`src/rtl/cap4_stamp.sv`:
```
module cap4_stamp #(
  parameter int CW = 32,
  parameter int PW = 5
) (
  input  logic          clk,
  input  logic          rst_n,
  input  logic          ctrl_we,
  input  logic [15:0]   ctrl_wdata,
  input  logic          sig_in,
  input  logic          dbg_halt,
  output logic [CW-1:0] stamp0,
  output logic [CW-1:0] stamp1,
  output logic [CW-1:0] stamp2,
  output logic [CW-1:0] stamp3,
  output logic [3:0]    evt_pulse
);
  logic [15:0]         ctrl_q;
  logic                s_meta, s_sync, s_prev;
  logic [PW-1:0]       pre_cnt;
  logic                pre_tog, pre_d;
  logic [1:0]          seq;
  logic [CW-1:0]       cnt;
  logic [3:0][CW-1:0]  stamp_q;

  wire [PW-1:0] div    = ctrl_q[9 +: PW];
  wire [1:0]    hmode  = ctrl_q[15:14];
  wire          lden   = ctrl_q[8];
  wire          s_rise = s_sync & ~s_prev;
  wire          pre_out = (div == '0) ? s_sync : pre_tog;
  wire          e_rise = pre_out & ~pre_d;
  wire          e_fall = ~pre_out & pre_d;
  wire          hit    = ctrl_q[{seq, 1'b0}] ? e_fall : e_rise;
  wire          clr    = hit & ctrl_q[{seq, 1'b1}];
  wire          run    = hmode[1] | ~dbg_halt | (hmode == 2'd1 && cnt != '0);

  assign stamp0 = stamp_q[0];
  assign stamp1 = stamp_q[1];
  assign stamp2 = stamp_q[2];
  assign stamp3 = stamp_q[3];

  always_ff @(posedge clk or negedge rst_n)
    if (!rst_n) ctrl_q <= '0;
    else if (ctrl_we) ctrl_q <= ctrl_wdata;

  always_ff @(posedge clk or negedge rst_n)
    if (!rst_n) {s_meta, s_sync, s_prev} <= '0;
    else {s_meta, s_sync, s_prev} <= {sig_in, s_meta, s_sync};

  always_ff @(posedge clk or negedge rst_n)
    if (!rst_n) begin
      pre_cnt <= '0;
      pre_tog <= 1'b0;
    end else if (ctrl_we && ctrl_wdata[9 +: PW] != div) begin
      pre_cnt <= '0;
      pre_tog <= 1'b0;
    end else if (div != '0 && s_rise) begin
      if (pre_cnt == div - PW'(1)) begin
        pre_cnt <= '0;
        pre_tog <= ~pre_tog;
      end else begin
        pre_cnt <= pre_cnt + PW'(1);
      end
    end

  always_ff @(posedge clk or negedge rst_n)
    if (!rst_n) pre_d <= 1'b0;
    else pre_d <= pre_out;

  always_ff @(posedge clk or negedge rst_n)
    if (!rst_n) cnt <= '0;
    else if (clr) cnt <= '0;
    else if (run) cnt <= cnt + CW'(1);

  always_ff @(posedge clk or negedge rst_n)
    if (!rst_n) begin
      seq       <= 2'd0;
      stamp_q   <= '0;
      evt_pulse <= 4'b0;
    end else begin
      seq       <= seq + {1'b0, hit};
      evt_pulse <= hit ? (4'b1 << seq) : 4'b0;
      if (hit && lden) stamp_q[seq] <= cnt;
    end
endmodule

```
`config.mk`:
```
export PLATFORM = sky130hd
export DESIGN_NAME = cap4_stamp
export DESIGN_NICKNAME = d
export VERILOG_FILES = /design/src/rtl/cap4_stamp.sv
export SDC_FILE = /design/constraint.sdc
export NUM_CORES = 1
export LEC_CHECK = 0
export BUFFER_PORTS_ARGS = -buffer_cell sky130_fd_sc_hd__buf_2
export CORE_ASPECT_RATIO = 0.9
export CORE_MARGIN = 8
export CORE_UTILIZATION = 38
export CTS_BUF_LIST = sky130_fd_sc_hd__clkbuf_8 sky130_fd_sc_hd__clkbuf_16
export DETAILED_ROUTE_END_ITERATION = 8
export PLACE_DENSITY = 0.55
export SLEW_MARGIN = 10
export SYNTH_ARGS = -nofsm -noshare
export SYNTH_HDL_FRONTEND = slang
export SYNTH_SLANG_ARGS = --single-unit
export TNS_END_PERCENT = 10
```
`constraint.sdc`:
```
create_clock -name clk -period 7.02 [get_ports clk]
set_input_delay 0.702 -clock clk [delete_from_list [all_inputs] [get_ports clk]]
set_output_delay 0.702 -clock clk [all_outputs]
set_load 0.01 [all_outputs]
```
==> impl_metrics.csv <==
group,metric,value,unit
status,status,"finished clean",
min_path,min_path_type,"reg2reg",
sta,rsz0062_at_grt,"no",
sta,hold_ws,0.367,ns
floorplanning,die_area,26800,um^2
floorplanning,chipHeight,156,um
sta,relSlewSlack,0.289,
sta,period_share,0.541,
worst_setup_path,cp_max_fo,22,
route,ant_nets,0,
synthesis,netlist_instances,627,
clock_network,post_cts_buffers,0,
synthesis,async_flop_share,1.00,
synthesis,synth_area_leaders,"dfrtp_1 (58%), mux2_2 (15%), mux2_4 (5.6%)",
finish,final_area,9910,um^2
global_route,grt_first_pass_wirelength,33.0,mm
synthesis,yosys_warnings,0,
floorplanning,coreArea,21600,um^2
power,p_leak,5.09,nW
finish,utilization,0.460,
synthesis,yosys-top-cells-count,"dfrtp_1 (192), mux2_2 (112), nor2_1 (38), mux2_4 (31)",
route,vias,5395,
route,drc,0,
run,drv_cap,0,
clock_network,cts_hold_buf,0,
floorplanning,die_x,172,um
power,powerDensity,320,nW/um^2
place,hpwl,14.3,mm
worst_setup_path,reg2regPathDepth,8,
place,placed_cell_area,9300,um^2
synthesis,synth_cell_types,46,
worst_setup_path,start_kind,"flip-flop",
global_route,grt_overflow,0,
worst_setup_path,crit_type,"reg2reg",
sta,tns,0,ns
global_route,grt_use_total,0.158,
min_path,whs_endpoint,"s_sync$_DFF_PN0_",
power,irDropWorstVdd,0.169,mV
sta,fin_crit,3.80,ns
place,io_buffer_count,152,
synthesis,yosysMostFrequentCell,"dfrtp_1",
route,wirelength,20.4,mm
sta,setup_viol,0,
finish,multi_input_area,3260,um^2
global_route,antenna_found_initial,1,
min_path,whs_path_depth,0,
finish,final_nets,786,
sta,finalMaxSlewViolations,0,
synthesis,synth_flop_cell,"dfrtp_1",
synthesis,synth_edf_count,0,
global_route,grt_pass1_vias,5774,
synthesis,synth_top_cell_by_area,"dfrtp_1",
sta,max_freq,263,MHz
finish,num_antenna_cells,0,
synthesis,seq_area_frac_synth,0.579,
clock_network,clk_pin_slew_worst_paths,0.07,ns
synthesis,synth_area,8300,um^2
sta,finalHoldViolations,0,
worst_setup_path,worst_setup_path_end_kind,"flip-flop",
floorplanning,rows,51,
clock_network,numCtsBuffers,17,
route,drtIter0Drc,373,
finish,drive_gt1_frac,0.442,
floorplanning,ios,153,
synthesis,avgSynthCellArea,13.2,um^2
finish,synthToLayoutAreaGrowth,19.5,%
worst_setup_path,r2r_slack,3.22,ns
clock_network,cts_buffer_depth,2,
route,wl_per_cell,19.1,um
worst_setup_path,crit-reg2reg-capture,"stamp0[31]$_DFFE_PN0P_",
sta,fin_ws,3.22,ns
clock_network,clock_sinks,192,
floorplanning,initial_utilization,0.385,
worst_setup_path,worstPathRequired,7.34,ns
finish,num-fill-cells,2011,
clock_network,clock-root-buffer,"clkbuf_16",
clock_network,worstSkewPairLatency,0.43,ns
synthesis,ys_seq_elements,192,
route,firstDrtPassIters,4,
synthesis,synth_top_area_frac,0.579,
finish,final-seq-area,4800,um^2
route,drt-vias-per-instance,5.07,
place,pre_cts_ws,3.20,ns
clock_network,cts_resized,0,
clock_network,cts_tree,"yes",
clock_network,htree_num_levels,4,
global_route,grt_start_max_net_pins,130,
sta,worstMarginPinSlew,1.05,ns
min_path,min-delay-start,"s_meta$_DFF_PN0_",
worst_setup_path,reg2reg_from,"ctrl_q[9]$_DFFE_PN0P_",
worst_setup_path,cp_data_arrival_time,4.12,ns
place,gp_congestion,0.844,
synthesis,synth_nets,653,
sta,skew,0.0104,ns
[kinds of logic after synthesis]
group	Yosys count	share of synthesized area
buffers and inverters	58	0.0306
muxes	152	0.221
DFF	192	0.579
AOI/OAI and AO/OA	48	0.0362
adders and majority gates	5	0.00754
and+or+nand+nor	136	0.0879
xor gates and xnor gates	36	0.0380
[sequential cells by signal, indices dropped and copies added (netlist names)]
signal and count:
cnt 32, stamp0 32, stamp1 32, stamp2 32, stamp3 32, ctrl_q 16
pre_cnt 5, evt_pulse 4, seq 2, pre_d 1, pre_tog 1, s_meta 1
s_prev 1, s_sync 1
[critical path: stages (launching register included)]
cell and delay, ns:
dfrtp_1 0.43, inv_1 0.09, ha_1 0.20, nor4b_4 0.36
mux2_4 0.35, mux2i_2 0.83, or4b_2 0.55, buf_4 0.47
mux2_2 0.38
[report_power, final]
part / internal [mW] / leakage, nW / total [mW] / switching, mW
clock network: 0.577 / 0.294 / 1.02 / 0.444
logic: 0.310 / 2.22 / 0.595 / 0.286
registers: 1.30 / 2.58 / 1.56 / 0.263
[metrics by stage]
| step | std cells | total power, mW |
|---|---|---|
| after floorplan | 627 | 1.89 |
| after global placement | 1032 | 2.16 |
| after detailed placement | 1032 | 2.19 |
| after CTS | 1064 | 3.21 |
| after global routing | 1064 | 3.35 |
| final | 1064 | 3.17 |
[layout by cell type, fill, tap and decap left out, types with 12 or more instances in the layout]
| cell | count |
|---|---|
| inv_1 | 13 |
| xnor2_1 | 26 |
| nor3_1 | 13 |
| clkbuf_16 | 17 |
| nand3_1 | 12 |
| mux2_2 | 112 |
| buf_2 | 151 |
| o21ai_0 | 17 |
| nand2_1 | 19 |
| nor2_1 | 38 |
| mux2_4 | 31 |
| dfrtp_1 | 192 |
[worst max path at each step]
stage	startpoint	endpoint	slack (ns)	depth (start not counted)
after floorplan	ctrl_q[9]$_DFFE_PN0P_	stamp0[10]$_DFFE_PN0P_	4.32	9
after global placement	ctrl_q[9]$_DFFE_PN0P_	stamp0[0]$_DFFE_PN0P_	3.36	8
after detailed placement	ctrl_q[9]$_DFFE_PN0P_	stamp0[0]$_DFFE_PN0P_	3.20	8
after CTS	ctrl_q[9]$_DFFE_PN0P_	stamp0[31]$_DFFE_PN0P_	3.20	8
after global routing	ctrl_q[9]$_DFFE_PN0P_	stamp0[31]$_DFFE_PN0P_	2.98	8
final	ctrl_q[9]$_DFFE_PN0P_	stamp0[31]$_DFFE_PN0P_	3.22	8
[layer usage]
| layer | track usage | routed length (um) | share of wire | up-vias |
|---|---|---|---|---|
| li1 | - | - | - | 2466 |
| met1 | 0.200 | 8900 | 0.44 | 2773 |
| met2 | 0.251 | 9520 | 0.47 | 132 |
| met3 | 0.0579 | 1540 | 0.076 | 22 |
| met4 | 0.0422 | 374 | 0.018 | 2 |
| met5 | 0 | 13 | 0.00064 | - |
[layout make-up]
class	count	share of cell area
Clock buffer	18	0.0443
Clock inverter	14	0.0180
Inverter	13	0.00492
Multi-Input combinational cell	377	0.328
Sequential cell	192	0.485
Tap cell	291	0.0367
Timing Repair Buffer	159	0.0829
(Power assumes the default switching activity.)
